File: config.mk
export PLATFORM = sky130hd
export DESIGN_NAME = burst_col_seq
export DESIGN_NICKNAME = d
export VERILOG_FILES = /design/src/rtl/sqx_pkg.sv /design/src/rtl/sqx_len_decode.sv /design/src/rtl/sqx_addr_gen.sv /design/src/rtl/sqx_beat_ctrl.sv /design/src/rtl/burst_col_seq.sv
export SDC_FILE = /design/constraint.sdc
export NUM_CORES = 1
export LEC_CHECK = 0
export CORE_MARGIN = 2
export CORE_UTILIZATION = 55
export CTS_CLUSTER_SIZE = 24
export DETAILED_ROUTE_END_ITERATION = 12
export PLACE_DENSITY = 0.84
export SYNTH_ARGS = -nofsm -noshare
export SYNTH_HDL_FRONTEND = slang
export SYNTH_SLANG_ARGS = --single-unit
File: constraint.sdc
create_clock -name clk -period 6 [get_ports clk]
set_clock_uncertainty 0.15 [all_clocks]
set_input_delay 1.2 -clock clk [delete_from_list [all_inputs] [get_ports clk]]
set_output_delay 1.2 -clock clk [all_outputs]
set_load 0.1 [all_outputs]
File: src/rtl/sqx_pkg.sv
// Package: shared length codes and the decode of a length code into a
// beat window. Assumes the column width is at least 3 bits so that the
// longest fixed burst (8 beats) fits inside one row.
package sqx_pkg;

    typedef enum logic [2:0] {
        LEN_1    = 3'd0,
        LEN_2    = 3'd1,
        LEN_4    = 3'd2,
        LEN_8    = 3'd3,
        LEN_PAGE = 3'd7
    } len_code_e;

    // Number of low address bits that move inside a fixed burst.
    function automatic int unsigned window_bits(logic [2:0] code);
        case (code)
            LEN_2:   return 1;
            LEN_4:   return 2;
            LEN_8:   return 3;
            default: return 0;
        endcase
    endfunction

endpackage

File: src/rtl/sqx_len_decode.sv
// Module: sqx_len_decode
// Turns a burst length code into a window mask (ones over the address bits
// that move during the burst) and a full-page flag. Reserved codes fall
// back to a single beat. Purely combinational.
module sqx_len_decode
    import sqx_pkg::*;
#(
    parameter int COL_W = 8
) (
    input  logic [2:0]       len_code,
    output logic [COL_W-1:0] win_mask,
    output logic             full_page
);

    // Build one mask bit per column bit from the window width.
    for (genvar i = 0; i < COL_W; i++) begin : g_mask
        always_comb begin
            if (len_code == LEN_PAGE) begin
                win_mask[i] = 1'b1;
            end else begin
                win_mask[i] = (i < int'(window_bits(len_code)));
            end
        end
    end

    // Flag the page-length code.
    always_comb full_page = (len_code == LEN_PAGE);

endmodule

File: src/rtl/sqx_addr_gen.sv
// Module: sqx_addr_gen
// Forms the column of beat k from the captured start column. Bits outside
// the window mask copy the start column; bits inside take either the sum
// start + k (linear) or start XOR k (interleaved). Assumes beat < window
// size for fixed bursts, and that interleave is already cleared for full
// page by the caller. Purely combinational.
module sqx_addr_gen #(
    parameter int COL_W = 8
) (
    input  logic [COL_W-1:0] start_col,
    input  logic [COL_W-1:0] beat,
    input  logic [COL_W-1:0] win_mask,
    input  logic             interleave,
    output logic [COL_W-1:0] col
);

    logic [COL_W-1:0] lin_sum;

    // Linear candidate: plain add; carries out of the window are discarded
    // by the per-bit select below, which gives the wrap inside the block.
    always_comb lin_sum = start_col + beat;

    // Per-bit select between fixed, linear and interleaved sources.
    for (genvar i = 0; i < COL_W; i++) begin : g_bit
        always_comb begin
            if (!win_mask[i]) begin
                col[i] = start_col[i];
            end else if (interleave) begin
                col[i] = start_col[i] ^ beat[i];
            end else begin
                col[i] = lin_sum[i];
            end
        end
    end

endmodule

File: src/rtl/sqx_beat_ctrl.sv
// Module: sqx_beat_ctrl
// Holds the burst state: captured configuration, beat counter, valid flag
// and the precharge-start pulse. Every register updates only when clk_en
// is high, which gives the freeze behaviour. Priority on an enabled edge:
// load, then end of burst (stop or final beat), then advance.
// Assumes cfg_* inputs are the decoded values of the current load request.
module sqx_beat_ctrl #(
    parameter int COL_W = 8
) (
    input  logic             clk,
    input  logic             rst_n,
    input  logic             clk_en,
    input  logic             acc_load,
    input  logic             acc_stop,
    input  logic [COL_W-1:0] cfg_start,
    input  logic [COL_W-1:0] cfg_mask,
    input  logic             cfg_full,
    input  logic             cfg_ilv,
    input  logic             cfg_auto_pre,
    output logic [COL_W-1:0] start_q,
    output logic [COL_W-1:0] beat_q,
    output logic [COL_W-1:0] mask_q,
    output logic             ilv_q,
    output logic             valid_q,
    output logic             last,
    output logic             pre_q
);

    logic full_q;
    logic ap_q;
    logic burst_end;

    // Final beat of a fixed-length burst: counter has reached the window top.
    always_comb last = valid_q && !full_q && (beat_q == mask_q);

    // The burst finishes on this edge by stop or by its final beat.
    always_comb burst_end = valid_q && (acc_stop || last);

    // Capture configuration on load; hold it otherwise.
    always_ff @(posedge clk) begin
        if (!rst_n) begin
            start_q <= '0;
            mask_q  <= '0;
            full_q  <= 1'b0;
            ilv_q   <= 1'b0;
            ap_q    <= 1'b0;
        end else if (clk_en && acc_load) begin
            start_q <= cfg_start;
            mask_q  <= cfg_mask;
            full_q  <= cfg_full;
            ilv_q   <= cfg_ilv && !cfg_full;
            ap_q    <= cfg_auto_pre;
        end
    end

    // Beat counter and valid flag.
    always_ff @(posedge clk) begin
        if (!rst_n) begin
            beat_q  <= '0;
            valid_q <= 1'b0;
        end else if (clk_en) begin
            if (acc_load) begin
                beat_q  <= '0;
                valid_q <= 1'b1;
            end else if (burst_end) begin
                valid_q <= 1'b0;
            end else if (valid_q) begin
                beat_q  <= beat_q + 1'b1;
            end
        end
    end

    // Precharge-start pulse after a burst that ends without preemption.
    always_ff @(posedge clk) begin
        if (!rst_n) begin
            pre_q <= 1'b0;
        end else if (clk_en) begin
            pre_q <= !acc_load && burst_end && ap_q;
        end
    end

    // an enabled load always restarts at beat zero with valid set.
    a_r8_load_restarts: assert property (@(posedge clk) disable iff (!rst_n)
        clk_en && acc_load |=> valid_q && (beat_q == '0));

    // an enabled stop without load ends a running burst.
    a_r7_stop_ends: assert property (@(posedge clk) disable iff (!rst_n)
        clk_en && !acc_load && valid_q && acc_stop |=> !valid_q);

    // the final beat is followed by an idle cycle unless reloaded.
    a_r3_last_ends: assert property (@(posedge clk) disable iff (!rst_n)
        clk_en && !acc_load && last |=> !valid_q);

    // a low enable holds every piece of burst state.
    a_r9_freeze: assert property (@(posedge clk) disable iff (!rst_n)
        !clk_en |=> $stable(beat_q) && $stable(valid_q) && $stable(start_q)
                    && $stable(mask_q) && $stable(pre_q));

    // the precharge pulse never overlaps a valid beat.
    a_r10_pre_idle: assert property (@(posedge clk) disable iff (!rst_n)
        pre_q |-> !valid_q);

    // a full-page burst never reports a final beat.
    a_r6_page_open: assert property (@(posedge clk) disable iff (!rst_n)
        valid_q && full_q |-> !last);

endmodule

File: src/rtl/burst_col_seq.sv
// Module: burst_col_seq (top)
// Column address sequencer for one burst into a bank of 2^COL_W columns.
// Decodes the length code of a load request, keeps burst state in the
// control block and forms the visible column from that state. All outputs
// come from registers or from logic fed only by registers.
// Assumes COL_W >= 3.
module burst_col_seq #(
    parameter int COL_W = 8
) (
    input  logic             clk,
    input  logic             rst_n,
    input  logic             clk_en,
    input  logic             acc_load,
    input  logic [COL_W-1:0] acc_start_col,
    input  logic [2:0]       acc_len_code,
    input  logic             acc_interleave,
    input  logic             acc_auto_pre,
    input  logic             acc_stop,
    output logic [COL_W-1:0] col_addr,
    output logic             col_valid,
    output logic             col_last,
    output logic             pre_start
);

    logic [COL_W-1:0] dec_mask;
    logic             dec_full;
    logic [COL_W-1:0] start_q;
    logic [COL_W-1:0] beat_q;
    logic [COL_W-1:0] mask_q;
    logic             ilv_q;

    sqx_len_decode #(.COL_W(COL_W)) u_dec (
        .len_code  (acc_len_code),
        .win_mask  (dec_mask),
        .full_page (dec_full)
    );

    sqx_beat_ctrl #(.COL_W(COL_W)) u_ctrl (
        .clk          (clk),
        .rst_n        (rst_n),
        .clk_en       (clk_en),
        .acc_load     (acc_load),
        .acc_stop     (acc_stop),
        .cfg_start    (acc_start_col),
        .cfg_mask     (dec_mask),
        .cfg_full     (dec_full),
        .cfg_ilv      (acc_interleave),
        .cfg_auto_pre (acc_auto_pre),
        .start_q      (start_q),
        .beat_q       (beat_q),
        .mask_q       (mask_q),
        .ilv_q        (ilv_q),
        .valid_q      (col_valid),
        .last         (col_last),
        .pre_q        (pre_start)
    );

    sqx_addr_gen #(.COL_W(COL_W)) u_addr (
        .start_col  (start_q),
        .beat       (beat_q),
        .win_mask   (mask_q),
        .interleave (ilv_q),
        .col        (col_addr)
    );

    // the first beat after a load shows the loaded start column.
    a_r2_first_beat: assert property (@(posedge clk) disable iff (!rst_n)
        clk_en && acc_load |=> col_valid && (col_addr == $past(acc_start_col)));

    // column bits above the burst window hold while a burst advances.
    a_r4_high_hold: assert property (@(posedge clk) disable iff (!rst_n)
        clk_en && col_valid && !col_last && !acc_load && !acc_stop
        |=> col_valid && ((col_addr & ~mask_q) == ($past(col_addr) & ~mask_q)));

    // the last flag only accompanies a valid beat.
    a_r3_last_valid: assert property (@(posedge clk) disable iff (!rst_n)
        col_last |-> col_valid);

endmodule

==> summary.md, run 1 <==
| Metric | Value |
|---|---|
| RSZ-0062 raised after global routing | false |
| N_diodes | 0 |
| Worst path required time | 4650 ps |
| Final #Nets | 250 |
| Net Switching | 0.110 mW |
| Largest net degree at the start of global routing | 22 |
| YS warnings | 0 |
| Final slew viol count | 0 |
| Tcrit/Tclk final | 79.1% |
| GR Overflow Total | 0 |
| Routability cong. | 0.806 |
| Fillers | around 220 |
| Cells after Synth | just under 200 |
| Pleak | 0.702 nW |
| Slew Limit Headroom | 34.6% |
| CTS tree | built |
| Sequential share of power | 45.9% |
| Synthesized area | 1540 sq um |
| DR vias/cell | 5.91 |
| H-tree depth | 1 |
| Row cnt | 19 |
| Antenna viol nets, final | 0 |
| CTS sink count | 24 |
| Maximum VDD drop | 0.000160 V |
| Kind of cell adding the most delay to the critical path | buffers and inverters |
| Final setup viols | 0 |
| Layout cell share with drive strength beyond 1 | roughly 4.5% |
| Min Tclk post-route | between 4000 and 5000 ps |
| Total die area | 3230 sq um |
| Slowest CP cell | clkdlybuf4s50_1 |
| Worst skew pair latency | 340 ps |
| Initial detailed-routing violation count | 45 |
| Setup tns final | 0 ps |
| Syn_area_per_cell | 7.81 sq um |
| Switching portion of total power | 29.7% |
| Top cell type's share of synthesized area | 31.2% |
| P&R area growth vs syn | 22.5% |
| Fmax | 0.211 GHz |
| Crit end category | output port |
| Core area | 2710 sq um |
| CP Data Arrival Time | 3400 ps |
| CTS Buf Count | 3 |
| Cell-internal power | between 0.2 and 0.3 mW |
| Setup bufs post-CTS | 0 |
| Die height | between 50 and 60 um |
| Actual slew at the worst max-slew pin | 979 ps |
| Clock share of power | between 30% and 40% |
| Global Route Usage Sum | 24.0% |
| Comb power frac | 21.3% |
| CTS root buf | clkbuf_4 |
| HP Class | register to register |
| Cell area after layout | 1880 sq um |
| Clock transition at the registers of the reported paths | ~150 ps |
| CP Buf/Inv Count | 1 |
| Sequential fraction of the synthesis area | 31.2% |
| First-pass GRT wire length | approximately 6.1 mm |
| Netlist cell types | 39 |
| Num ports | 29 |
| Placement-stage cell area | 1830 sq um |
| Ys async rst share | 0% |
| Die X | ~57 um |
| Final hold vios | 0 |
| Post-synth top cells | nand2_1, dfxtp_1, nor2_1 |
| Synth area leaders | dfxtp_1, nand2_1, ha_1, a21boi_0, nor2_1 |
| Largest area contributor in the netlist | dfxtp_1 |
| Most common cell in the netlist | nand2_1 |
| PostCTS Resize Cnt | 0 |
| Max_cap viols | 0 |
| WL final | 3.68 mm |
| Flops & latches, synth | 24 |
| Worst setup SP type | register |
| Post-DP HPWL | 2.74 mm |
| Crit path kind | register to output port |
| Residual DRC count | 0 |
| Wire per inst | roughly 15 um |
| Power per cell area | about 200 nW/um^2 |
| Cell Chain, Critical Path | ha_1 > a2111oi_0 > nor4_1 > nand2_1 > mux2i_1 > xor2_1 > clkdlybuf4s50_1 |
| Syn nets | 224 |
| CTS Hold Bufs | 0 |
| Input/output buffers | 28 |
| Initial antenna violation count | 0 |
| Via count | 1,495 |
| Vias in the first global route | 1,444 |
| Top_reg_cell synth | dfxtp_1 |
| Critical Path Max Stage Delay | 1150 ps |
| Multi-input gate area | 1000 sq um |
| Detailed-router iteration count before antenna repair | 5 |
| Reg area | 480 sq um |
| Starting Density | 56.7% |
| EDFF count, synth | 0 |
| Clock tree buffer depth | 2 |
| CP max FO | 7 |
| Status | complete, no violations |
-- tightest hold or removal path, stage by stage (launching register included) --
cell      delay, ps
dfxtp_1         340
nand2_1          50
a21boi_0         70
-- per-stage QoR --
stage | instances | total power [mW] | hold slack, ps | setup WS, ps | utilization (%)
floorplan | 197 | 0.225 | 294 | 1680 | -
global placement | 249 | 0.249 | 311 | 1810 | 67.5
detailed placement | 249 | 0.252 | 325 | 1670 | 67.5
CTS | 253 | 0.372 | 346 | 1270 | 69.5
global route | 253 | 0.384 | 373 | 1010 | 69.5
finish | 253 | 0.370 | 343 | 1250 | 69.5
-- cell type report --
type	instances	area share, %
multi-input cells	158	53.2
flip-flops and latches	24	25.5
repair buffers	28	14.9
well taps	31	2.06
clock inverters	1	1.59
inverters	8	1.59
clock buffers	3	1.20
-- cells in the final DEF, fill, tap and decap left out, types with 3 or more instances in the layout --
master           count
a211oi_1             3
a21boi_0            11
a21oi_1             11
and2_1               4
clkbuf_4             3
clkdlybuf4s50_1     28
dfxtp_1             24
ha_1                 8
inv_1                8
nand2_1             33
nand2b_1             5
nand3_1             10
nor2_1              17
nor3_1               3
o21ai_0             12
xnor2_1              6
xor2_1               6
-- logic make-up (layout without fill, tap and decap cells) --
logic type / after synthesis / after routing / synth area share, %
DFF: 24 / 24 / 31.2
xor gates and xnor gates: 12 / 12 / 6.83
muxes: 3 / 3 / 2.03
buffers and inverters: 15 / 40 / 3.66
and+or+nand+nor: 86 / 86 / 27.6
adders and majority gates: 9 / 9 / 7.81
AOI/OAI and AO/OA: 48 / 48 / 20.8
-- layer usage --
metal	vias up	track usage [%]	part of all wire [%]
met5	-	0	0
met4	0	12.3	3.4
met3	18	4.38	4.9
met2	56	43.7	52
met1	683	26.3	40
li1	738	-	-
-- registers in the layout, indices dropped and copies added, names as in the netlist --
name	cells
u_ctrl.ap_q	1
u_ctrl.beat_q	8
u_ctrl.ilv_q	1
u_ctrl.mask_q	4
u_ctrl.pre_q	1
u_ctrl.start_q	8
u_ctrl.valid_q	1
-- path summary, 6_finish.rpt --
| check | slack [ps] | depth (start not counted) | start | to |
|---|---|---|---|---|
| setup / recovery | 1250 | 7 | u_ctrl.start_q[6] | col_addr[7] |
| hold / removal | 340 | 2 | u_ctrl.ap_q | u_ctrl.ap_q |
| setup reg to reg | 3990 | 5 | u_ctrl.mask_q[6] | u_ctrl.beat_q[1] |
| hold reg to reg | 340 | 2 | u_ctrl.ap_q | u_ctrl.ap_q |
-- power groups by stage --
stage / sequential, mW / clock [mW] / combinational, mW
finish: 0.170 / 0.121 / 0.0786
global route: 0.170 / 0.131 / 0.0836
CTS: 0.169 / 0.123 / 0.0790
detailed placement: 0.173 / 0 / 0.0786
global placement: 0.173 / 0 / 0.0767
floorplan: 0.174 / 0 / 0.0515
Power figures use the tool's default switching activity.
==> inputs of run 2 (changes only) <==
--- a/config.mk
+++ b/config.mk
@@ -6,10 +6,10 @@
 export NUM_CORES = 1
 export LEC_CHECK = 0
 export CORE_MARGIN = 2
-export CORE_UTILIZATION = 55
+export CORE_UTILIZATION = 47
 export CTS_CLUSTER_SIZE = 24
 export DETAILED_ROUTE_END_ITERATION = 12
-export PLACE_DENSITY = 0.84
+export PLACE_DENSITY = 0.76
 export SYNTH_ARGS = -nofsm -noshare
 export SYNTH_HDL_FRONTEND = slang
 export SYNTH_SLANG_ARGS = --single-unit
==> constraint.sdc (replaced) <==
create_clock -name clk -period 4.03 [get_ports clk]
set_clock_uncertainty 0.15 [all_clocks]
set_input_delay 0.806 -clock clk [delete_from_list [all_inputs] [get_ports clk]]
set_output_delay 0.806 -clock clk [all_outputs]
set_load 0.1 [all_outputs]
==> run 2 against run 1 <==
Effect of this change: critical path depth up 2; power is 29% higher; combinational power grew 45%; design area is 1.8% lower; die area is 16% higher; first-iteration DRC count is 20% lower; flip-flop and latch count is the same; utilization fell by 9.4 points; routed wire length down 12%; count of clock-buffer cells in the layout unchanged; critical path type unchanged; sequential power up 48%.
==> summary.md, run 2 (synthesis gave the netlist of run 1 again) <==
| Metric | Value |
|---|---|
| Status | complete, no violations (unchanged) |
| Cell area after layout | 1850 sq um (was 1880 sq um) |
| N_diodes | 0 (unchanged) |
| Wire per inst | 12.2 um (was 14.5 um) |
| Uppermost layer routed | met4 (unchanged) |
| Pleak | 0.703 nW (was 0.702 nW) |
| Worst path required time | 3070 ps (was 4650 ps) |
| HP Class | register to register (unchanged) |
| P&R area growth vs syn | 20.3% (was 22.5%) |
| DR WL met3 | 110 um (was 180 um) |
| DR vias/cell | 5.18 (was 5.91) |
| PostCTS Resize Cnt | 0 (unchanged) |
| Num ports | 29 (unchanged) |
| CTS tree | built (unchanged) |
| Maximum VDD drop | 0.000135 V (was 0.000160 V) |
| CTS sink count | 24 (unchanged) |
| Critical Path Max Stage Delay | 480 ps (was 1150 ps) |
| Total die area | 3750 sq um (was 3230 sq um) |
| Place WS | 1040 ps (was 1670 ps) |
| Crit path kind | register to output port (unchanged) |
| Final setup viols | 0 (unchanged) |
| Largest registers | u_ctrl.beat_q: 8 flops, u_ctrl.start_q: 8 flops, u_ctrl.mask_q: 4 flops (unchanged) |
| Wire length on met2 | 1.51 mm (was 1.90 mm) |
| Slowest CP cell | dfxtp_1 (was clkdlybuf4s50_1) |
| Setup bufs post-CTS | 0 (unchanged) |
| Initial antenna violation count | 0 (unchanged) |
| Final #Nets | 250 (unchanged) |
| Setup WS post-layout | 656 ps (was 1250 ps) |
| Vias in the first global route | 1,240 (was 1,444) |
| Largest net degree at the start of global routing | 22 (unchanged) |
| Via count | 1,373 (was 1,495) |
| Power per cell area | 258 nW/um^2 (was 196 nW/um^2) |
| CP Data Arrival Time | 2420 ps (was 3400 ps) |
| GR Overflow Total | 0 (unchanged) |
| Kind of cell adding the most delay to the critical path | adder cells (was buffers and inverters) |
| Crit end category | output port (unchanged) |
| Most frequent cells in the layout | nand2_1, dfxtp_1, clkdlybuf4s50_1, nor2_1, o21ai_0 (was nand2_1, clkdlybuf4s50_1, dfxtp_1, nor2_1, o21ai_0) |
| CP Buf/Inv Count | 2 (was 1) |
| Slew Limit Headroom | 34.6% (about the same) |
| Die X | 61.2 um (was 56.9 um) |
| Worst setup SP type | register (unchanged) |
| CTS root buf | clkbuf_4 (unchanged) |
| Layout cell share with drive strength beyond 1 | 7.69% (was 4.50%) |
| Die height | 61.2 um (was 56.9 um) |
| Input/output buffers | 28 (unchanged) |
| Starting Density | 50.0% (was 56.7%) |
| CTS Hold Bufs | 0 (unchanged) |
| Residual DRC count | 0 (unchanged) |
| Final hold vios | 0 (unchanged) |
| Antenna viol nets, final | 0 (unchanged) |
| Multi-input gate area | 1000 sq um (unchanged) |
| Min Tclk post-route | 3370 ps |
| Clock transition at the registers of the reported paths | 120 ps (was 150 ps) |
| Setup tns final | 0 ps (unchanged) |
| RSZ-0062 raised after global routing | false (unchanged) |
| CP max FO | 7 (unchanged) |
| Global Route Usage Sum | 19.9% (was 24.0%) |
| Fmax | 0.296 GHz |
| Worst skew pair latency | 330 ps (was 340 ps) |
| WL final | 3.22 mm (was 3.68 mm) |
| Core area | 3080 sq um (was 2710 sq um) |
| Cell Chain, Critical Path | ha_1 > inv_1 > fa_1 > nor2b_1 > o21ai_0 > a21oi_1 > xnor2_1 > a21oi_1 > buf_4 (was ha_1 > a2111oi_0 > nor4_1 > nand2_1 > mux2i_1 > xor2_1 > clkdlybuf4s50_1) |
| Met1 Wirelength | 1.56 mm (was 1.48 mm) |
| Commonest non-fill, non-tap cell in the layout | nand2_1 (unchanged) |
| Post-DP HPWL | 2.40 mm (was 2.74 mm) |
| Max_cap viols | 0 (unchanged) |
| Clock tree buffer depth | 2 (unchanged) |
| Reg area | 480 sq um (unchanged) |
| First-pass GRT wire length | 5.53 mm (was 6.15 mm) |
| Detailed-router iteration count before antenna repair | 4 (was 5) |
| CTS Buf Count | 3 (unchanged) |
| Initial detailed-routing violation count | 36 (was 45) |
| Actual slew at the worst max-slew pin | 978 ps (was 979 ps) |
| Fillers | 320 (was 224) |
| Final slew viol count | 0 (unchanged) |
| Routability cong. | 0.837 (was 0.806) |
| Critical Path Most Common Cell | a21oi_1 |
| H-tree depth | 1 (unchanged) |
| Tcrit/Tclk final | 83.7% |
| Row cnt | 20 (was 19) |
| Placement-stage cell area | 1830 sq um (about the same) |
-- run 2: cell count changes in the layout (fill, tap and decap cells not counted), sizes merged --
cell           previous run  this run
bufinv                    1         0
buf                       0         8
clkdlybuf4s50            28        20
-- run 2: per-stage QoR --
stage / instances / hold slack (ps) / utilization (%) / total power, mW
2_1_floorplan: 197 / 294 / - / 0.336
3_3_place_gp: 262 / 309 / 59.3 / 0.372
3_5_place_dp: 262 / 313 / 59.3 / 0.373
4_1_cts: 265 / 332 / 60.1 / 0.480
5_1_grt: 265 / 355 / 60.1 / 0.502
6_report: 265 / 327 / 60.1 / 0.476
-- run 2: worst min-delay path: stages, from the launching register on --
cell      delay [ps]
dfxtp_1          330
nand2_1           50
a21boi_0          60
-- run 2: power by group --
part | internal (mW) | leakage [nW] | switching (mW)
registers | 0.244 | 0.195 | 0.00795
logic | 0.0402 | 0.494 | 0.0743
clock network | 0.0352 | 0.0138 | 0.0744
total | 0.320 | 0.703 | 0.157
-- run 2: cell type report --
class,count,area share (%)
Clock buffer,3,1.22
Inverter,8,1.62
Multi-Input combinational cell,158,54.1
Sequential cell,24,26.0
Tap cell,44,2.98
Timing Repair Buffer,28,14.1
-- run 2: final timing paths --
path | start | to | slack, ps | depth (start not counted)
worst max-delay path | u_ctrl.beat_q[0] | col_addr[4] | 660 | 9
worst min-delay path | u_ctrl.ap_q | u_ctrl.ap_q | 330 | 2
worst max register to register | u_ctrl.mask_q[6] | u_ctrl.beat_q[1] | 2010 | 5
worst min register to register | u_ctrl.ap_q | u_ctrl.ap_q | 330 | 2
-- run 2: routing by layer --
layer	GRT usage [%]	up-vias
met4	7.45	0
met3	2.52	5
li1	-	735
met5	0	-
met1	25.6	608
met2	33.9	25
